==> src/rtl/tdt_pkg.sv <==
package tdt_pkg;

  // Strobes passed from the control FSM to the counting datapath.
  typedef struct packed {
    logic clrCnt;   // force the wait counter to zero
    logic incCnt;   // advance the wait counter by one
    logic selInit;  // compare against the initial-phase limit
  } tdtStrobes_t;

endpackage

==> src/rtl/tdt_datapath.sv <==
module tdt_datapath
  import tdt_pkg::*;
#(
  parameter int VAL_W          = 5,
  parameter int SUB_RST        = 1,
  parameter int INIT_RST       = 2,
  parameter int ASYNC_MAX      = 2,
  parameter int SUB_ASYNC_ADD  = 3,
  parameter int INIT_ASYNC_ADD = 14
) (
  input  logic             clk,
  input  logic             rstN,
  input  logic             syncMode,
  input  logic             cfgWrEn,
  input  logic             cfgSelInit,
  input  logic [VAL_W-1:0] cfgWrData,
  input  tdtStrobes_t      strb,
  output logic             atLimit,
  output logic             clampSticky,
  output logic [VAL_W-1:0] subLatVal,
  output logic [VAL_W-1:0] initLatVal
);

  localparam int LIM_W = VAL_W + 1;
  localparam int NREG  = 2;
  localparam logic [LIM_W-1:0] CNT_MAX = {LIM_W{1'b1}};

  logic             wrOver;
  logic [VAL_W-1:0] wrValue;
  logic [VAL_W-1:0] storedVal [NREG];
  logic [LIM_W-1:0] effLimit  [NREG];
  logic [LIM_W-1:0] selLimit;
  logic [LIM_W-1:0] waitCnt;

  // Asynchronous mode accepts only a small range; larger values are clamped.
  assign wrOver  = !syncMode && (cfgWrData > VAL_W'(ASYNC_MAX));
  assign wrValue = wrOver ? VAL_W'(ASYNC_MAX) : cfgWrData;

  // Index 0 holds the subsequent-phase limit, index 1 the initial-phase limit.
  for (genvar g = 0; g < NREG; g++) begin : g_lim
    localparam logic [VAL_W-1:0] RST_VAL = (g == 0) ? VAL_W'(SUB_RST) : VAL_W'(INIT_RST);
    localparam logic [LIM_W-1:0] ADD_VAL = (g == 0) ? LIM_W'(SUB_ASYNC_ADD) : LIM_W'(INIT_ASYNC_ADD);

    logic             wrHit;
    logic [VAL_W-1:0] val;

    assign wrHit = cfgWrEn && (cfgSelInit == 1'(g));

    always_ff @(posedge clk) begin
      if (!rstN)      val <= RST_VAL;
      else if (wrHit) val <= wrValue;
    end

    assign storedVal[g] = val;
    assign effLimit[g]  = LIM_W'(val) + (syncMode ? '0 : ADD_VAL);
  end

  always_ff @(posedge clk) begin
    if (!rstN)                 clampSticky <= 1'b0;
    else if (cfgWrEn && wrOver) clampSticky <= 1'b1;
  end

  assign selLimit = strb.selInit ? effLimit[1] : effLimit[0];

  always_ff @(posedge clk) begin
    if (!rstN)                                  waitCnt <= '0;
    else if (strb.clrCnt)                       waitCnt <= '0;
    else if (strb.incCnt && waitCnt != CNT_MAX) waitCnt <= waitCnt + 1'b1;
  end

  assign atLimit    = (waitCnt == selLimit);
  assign subLatVal  = storedVal[0];
  assign initLatVal = storedVal[1];

endmodule

==> src/rtl/tdt_ctrl.sv <==
module tdt_ctrl
  import tdt_pkg::*;
(
  input  logic        clk,
  input  logic        rstN,
  input  logic        xferActive,
  input  logic        phaseDone,
  input  logic        atLimit,
  output tdtStrobes_t strb,
  output logic        discReq
);

  logic wasActive;
  logic firstPhase;
  logic fired;
  logic startPulse;
  logic restart;

  assign startPulse = xferActive && !wasActive;
  assign restart    = startPulse || phaseDone || !xferActive;

  assign discReq = xferActive && !startPulse && !phaseDone && atLimit && !fired;

  always_comb begin
    strb         = '0;
    strb.clrCnt  = restart;
    strb.incCnt  = xferActive && !restart && !atLimit;
    strb.selInit = firstPhase;
  end

  always_ff @(posedge clk) begin
    if (!rstN) begin
      wasActive  <= 1'b0;
      firstPhase <= 1'b0;
      fired      <= 1'b0;
    end else begin
      wasActive <= xferActive;

      if (!xferActive)     firstPhase <= 1'b0;
      else if (startPulse) firstPhase <= 1'b1;
      else if (phaseDone)  firstPhase <= 1'b0;

      if (restart)      fired <= 1'b0;
      else if (discReq) fired <= 1'b1;
    end
  end

endmodule

==> src/rtl/tdt_latency_timer.sv <==
module tdt_latency_timer
  import tdt_pkg::*;
#(
  parameter int VAL_W          = 5,
  parameter int SUB_RST        = 1,
  parameter int INIT_RST       = 2,
  parameter int ASYNC_MAX      = 2,
  parameter int SUB_ASYNC_ADD  = 3,
  parameter int INIT_ASYNC_ADD = 14
) (
  input  logic             clk,
  input  logic             rstN,
  input  logic             syncMode,
  input  logic             cfgWrEn,
  input  logic             cfgSelInit,
  input  logic [VAL_W-1:0] cfgWrData,
  input  logic             xferActive,
  input  logic             phaseDone,
  output logic             discReq,
  output logic             clampSticky,
  output logic [VAL_W-1:0] subLatVal,
  output logic [VAL_W-1:0] initLatVal
);

  tdtStrobes_t strb;
  logic        atLimit;

  tdt_ctrl ctrl_i (
    .clk        (clk),
    .rstN       (rstN),
    .xferActive (xferActive),
    .phaseDone  (phaseDone),
    .atLimit    (atLimit),
    .strb       (strb),
    .discReq    (discReq)
  );

  tdt_datapath #(
    .VAL_W          (VAL_W),
    .SUB_RST        (SUB_RST),
    .INIT_RST       (INIT_RST),
    .ASYNC_MAX      (ASYNC_MAX),
    .SUB_ASYNC_ADD  (SUB_ASYNC_ADD),
    .INIT_ASYNC_ADD (INIT_ASYNC_ADD)
  ) dp_i (
    .clk         (clk),
    .rstN        (rstN),
    .syncMode    (syncMode),
    .cfgWrEn     (cfgWrEn),
    .cfgSelInit  (cfgSelInit),
    .cfgWrData   (cfgWrData),
    .strb        (strb),
    .atLimit     (atLimit),
    .clampSticky (clampSticky),
    .subLatVal   (subLatVal),
    .initLatVal  (initLatVal)
  );

endmodule

==> config.mk <==
export PLATFORM = sky130hd
export DESIGN_NAME = tdt_latency_timer
export DESIGN_NICKNAME = d
export VERILOG_FILES = /design/src/rtl/tdt_pkg.sv /design/src/rtl/tdt_datapath.sv /design/src/rtl/tdt_ctrl.sv /design/src/rtl/tdt_latency_timer.sv
export SDC_FILE = /design/constraint.sdc
export NUM_CORES = 1
export LEC_CHECK = 0
export ABC_AREA = 1
export BUFFER_PORTS_ARGS = -buffer_cell sky130_fd_sc_hd__buf_2
export CAP_MARGIN = 10
export CORE_MARGIN = 2
export CORE_UTILIZATION = 58
export DETAILED_ROUTE_END_ITERATION = 16
export GPL_ROUTABILITY_DRIVEN = 1
export HOLD_SLACK_MARGIN = 0.15
export PLACE_DENSITY = 0.93
export SETUP_SLACK_MARGIN = 0.5
export SYNTH_ARGS = -nofsm -noshare
export SYNTH_HDL_FRONTEND = slang
export SYNTH_SLANG_ARGS = --single-unit
==> constraint.sdc <==
create_clock -name clk -period 4.1 [get_ports clk]
set_input_delay 0.82 -clock clk [delete_from_list [all_inputs] [get_ports clk]]
set_output_delay 0.82 -clock clk [all_outputs]
set_load 0.005 [all_outputs]
* Yosys cells after proc, flatten, opt, wreduce, memory -nomap -nowiden
Index checks and enable logic that the tools add are counted.
Widths: inputs -> output; s select.
** Storage, ports and cells
- Memory bits (read-only) :: 0
- Register bits after elaboration :: 20
- Input port bits :: 12
- Output and inout bits :: 12
- Memory bits (writable) :: 0
- Latch bits :: 0
- Memories kept :: 0
- Logic and storage cells :: 46
** Operators by class
- Equality and inequality tests :: 2
- Reduce and logical (&&, ||, !) cells :: 25
- Add/subtract/negate cells :: 3
- Shift operators :: 0
- Order comparisons :: 1
- Divide/modulo/power cells :: 0
- Multiply operators :: 0
- Bitwise gates (word level) :: 2
- Multiplexer cells :: 6
** Operator list (number)
- $add 5x6->6 :: 2
- $logic_and 1x1->1 :: 12
- $logic_not 1->1 :: 8
- $add 6x1->6 const B :: 1
- $eq 6x6->1 :: 1
- $mux 6 :: 1
- $ne 6x6->1 const B :: 1
- $gt 5x2->1 const B :: 1
- $mux 5 :: 1
- $mux 4 :: 1
- $logic_or 1x1->1 :: 2
- $mux 1 :: 2
- $mux 2 :: 1
- $not 1->1 :: 2
- $reduce_and 2->1 :: 1
- $reduce_bool 2->1 :: 1
- $reduce_or 2->1 :: 1

* Longest topological paths before layout
- Word-level depth :: 8
- Gate-level depth with buffers :: 15
- Depth with buffers taken out :: 15

* Hierarchy
A second synthesis with hierarchy kept.
** Second synthesis, totals
- Cell total of the unflattened synthesis :: 190
- Area total of the unflattened synthesis :: 1257.5 um2
** By module, submodules not included
- tdt_datapath :: seq. area each 340.3 um2, area each 1128.6 um2, cells each 173, instances 1
- tdt_ctrl :: seq. area each 60.1 um2, area each 128.9 um2, cells each 17, instances 1

* Least setup slack after synthesis
No wires, ideal clock.
- Path kind :: in2out
- From :: in syncMode
- To :: out discReq
- Path buffers :: 0
- Slack :: 0.847 ns
- Stages :: 12
- Arrival time :: 2.433 ns
- Required time :: 3.280 ns
- Cell sequence :: inv_1 ha_1 fa_1 nand2_2 nand2_1 nand2_1 nand2_1 nor2_1 nand3_1 nor2_2 nand3_2 nor3_1
** Between the ends
- Longest elaborated chain between the ends :: 6
- Elaborated cells between the ends (all ways) :: 8
- Those cells by class :: add/sub: 2; eq/ne: 1; mux: 3; reduce/logical: 2
** Ends and longest elaborated chain
- start: declaration :: line tdt_latency_timer.sv:13 : input logic syncMode,
- $mux 2 or $mux 4 (tied branches) :: line tdt_datapath.sv:55 : assign effLimit[g] = LIM_W'(val) + (syncMode ? '0 : ADD_VAL);
- $add 5x6->6 :: line tdt_datapath.sv:55
- $mux 6 * :: line tdt_datapath.sv:63 : assign selLimit = strb.selInit ? effLimit[1] : effLimit[0];
- $eq 6x6->1 * :: line tdt_datapath.sv:71 : assign atLimit = (waitCnt == selLimit);
- $logic_and 1x1->1 * (2 in series) :: line tdt_ctrl.sv:22 : assign discReq = xferActive && !startPulse && !phaseDone && atLimit && !fired;
- end: declaration :: line tdt_latency_timer.sv:19 : output logic discReq,
Mark *: on every way between the ends. The rest lies on a longest branch, timed or not.

* Worst setup path in the final report
Same ends and word-level chain as after synthesis.

==> reports/results.txt <==
GP Congestion: 0.884
Cell Pwr Density: 276 nW/um^2
Sw Share: 0.313
RSZ-0062 raised after global routing: no
DIE WIDTH: 50.1 microns
Total GRT Usage: 0.272
hold-fix buffers at CTS: 0
final wirelength: 3330 microns
clock network fraction of design power: 0.232
port bufs: 23
switching power: 125 uW
clock sink count: 20
final hold vios: 0
crit end category: output pin
status: complete, no violations
number of H-tree levels: 1
WL per Instance: 13.7 microns
layout cells sized above 1: 0.181
Comb pwr share: 0.238
gr ovfl total: 0
die height: 50.1 microns
Data required, critical path: 3280 ps
first-pass GRT wire length: 5240 microns
Final nets: 237
via count: 1,383
clk buf depth: 2
crit path DAT: 2820 ps
Fin Hold WS: 446 ps
setup tns final: 0 ps
CTS tree: yes
number of max-cap violations: 0
largest net degree at the start of global routing: 11
min Tclk post-route: 3640 ps
clock skew: 4.63 ps
Mapped Area: 1230 sq um
I/O pins: 24
Inst Count DP: 235
clk root buf: clkbuf_4
crit path max fanout: 4
Synth Instances: 186
max_slew headroom: 0.666
Core ar.: 1980 sq um
CTS buffer count: 3
worst hold path class: flip-flop to flip-flop
Synth Register Bits: 20
# rows: 16
Initial Util: 0.623
Flop pwr share: 0.530
YS warnings: 0
synthesis-to-finish area growth: 17.8%
initial antenna violation count: 0
Initial DRT Pass Iterations: 5
die area: 2510 sq um
Distinct cells, synth: 22
Clock Latency Late Sink: 300 ps
Setup CP Type: input pin to output pin
Achievable Freq: 275 MHz
post-route cell area: 1460 sq um
sequential share of the synthesized area: 0.324
final setup fails: 0
Placed Area: 1380 sq um
vias per inst: 5.71
final cell count without fillers: 242
placed wire-length estimate: 2300 microns
static leakage: 0.000754 uW
Avg Cell Area, Syn: 6.64 sq um
Pins Over Slew Limit: 0
period utilization: 0.887
# diodes: 0
vias in the first global route: 1,274
peak supply drop: 0.217 mV
CTS clock-pin slew for the worst setup and hold paths: 100 ps
initial drt markers: 78
P_int: 276 uW
critical path startpoint category: input pin
post-route ant nets: 0
drt drc: 0
Syn Nets: 206
Pwr Total: 401 uW
most frequent cells in the layout: nand2_1, inv_1, buf_2, dfxtp_1, nand3_1
Least-Margin Pin Slew: 499 ps
commonest non-fill, non-tap cell in the layout: nand2_1
## kinds of logic after synthesis
| family | count (synthesis) | share of synthesized area |
|---|---|---|
| buf+inv | 28 | 0.0851 |
| flops | 20 | 0.324 |
| compound gates | 27 | 0.117 |
| simple gates | 99 | 0.353 |
| fa+ha+maj | 8 | 0.0932 |
| xor+xnor | 4 | 0.0284 |
## per-layer routing
metal,GRT usage,vias to the layer above,part of all wire,wire [microns]
li1,-,659,-,-
met1,0.328,610,0.40,1340
met2,0.463,97,0.47,1580
met3,0.0357,17,0.091,302
met4,0.148,0,0.032,108
met5,0,-,0,0
## power by group through the flow
stage | sequential, uW | clock (uW) | combinational, uW
after floorplan | 215 | 0 | 54.4
after global placement | 216 | 0 | 76.1
after detailed placement | 216 | 0 | 81.1
after CTS | 212 | 94.5 | 84.1
after global routing | 214 | 103 | 105
final | 213 | 92.9 | 95.6
## critical path, stage by stage
cell	delay (ps)
buf_2	110
clkinvlp_4	110
ha_2	220
fa_1	510
nand2_2	80
nand3_1	90
nand2_1	70
nor2_1	160
nand3_1	120
nor2_2	160
nand3_4	110
nor3_2	130
buf_2	140
## state kept, by name, indices dropped and copies added, names as in the netlist
register and flops:
dp_i.waitCnt 6, dp_i.initLatVal 5, dp_i.subLatVal 5, ctrl_i.fired 1, ctrl_i.firstPhase 1, ctrl_i.wasActive 1
dp_i.clampSticky 1
## synth_stat cells, drive strengths merged
cell type	count	area share
nand2	53	0.16
inv	27	0.082
nand3	21	0.099
dfxtp	20	0.32
nor2	18	0.057
a21oi	14	0.057
o21ai	11	0.045
ha	6	0.061
nand4	4	0.020
xor2	3	0.021
fa	2	0.032
nor3	2	0.0081
a2111o	1	0.0091
clkbuf	1	0.0030
nor2b	1	0.0051
o21a	1	0.0061
xnor2	1	0.0071
## through the flow
step	utilization	worst slack, ps
after floorplan	-	847
after global placement	0.696	543
after detailed placement	0.696	424
after CTS	0.717	525
after global routing	0.734	439
final	0.734	464
## path summary, 6_finish.rpt
path | from | to | slack (ps) | depth (start not counted)
max | syncMode | discReq | 460 | 13
min | ctrl_i.wasActive$_SDFF_PN0_ | ctrl_i.firstPhase$_SDFFE_PN0P_ | 450 | 1
max reg2reg | dp_i.subLatVal[0]$_SDFFE_PN1P_ | dp_i.waitCnt[1]$_SDFFE_PP0P_ | 1710 | 15
min reg2reg | ctrl_i.wasActive$_SDFF_PN0_ | ctrl_i.firstPhase$_SDFFE_PN0P_ | 450 | 1
## cell type report
cell class | count | area (sq um)
Sequential cell | 20 | 400
Inverter | 27 | 105
Timing Repair Buffer | 27 | 145
Tap cell | 27 | 33.8
Clock buffer | 3 | 22.5
Multi-Input combinational cell | 138 | 748
Fill cell | 149 | 527
## repair_timing
item | CTS | global route
resized for setup | 2 | 4
setup buffers | 2 | 2
pin swaps | 0 | 2
setup endpoints to repair | 1 | 1
Power figures use the tool's default switching activity.
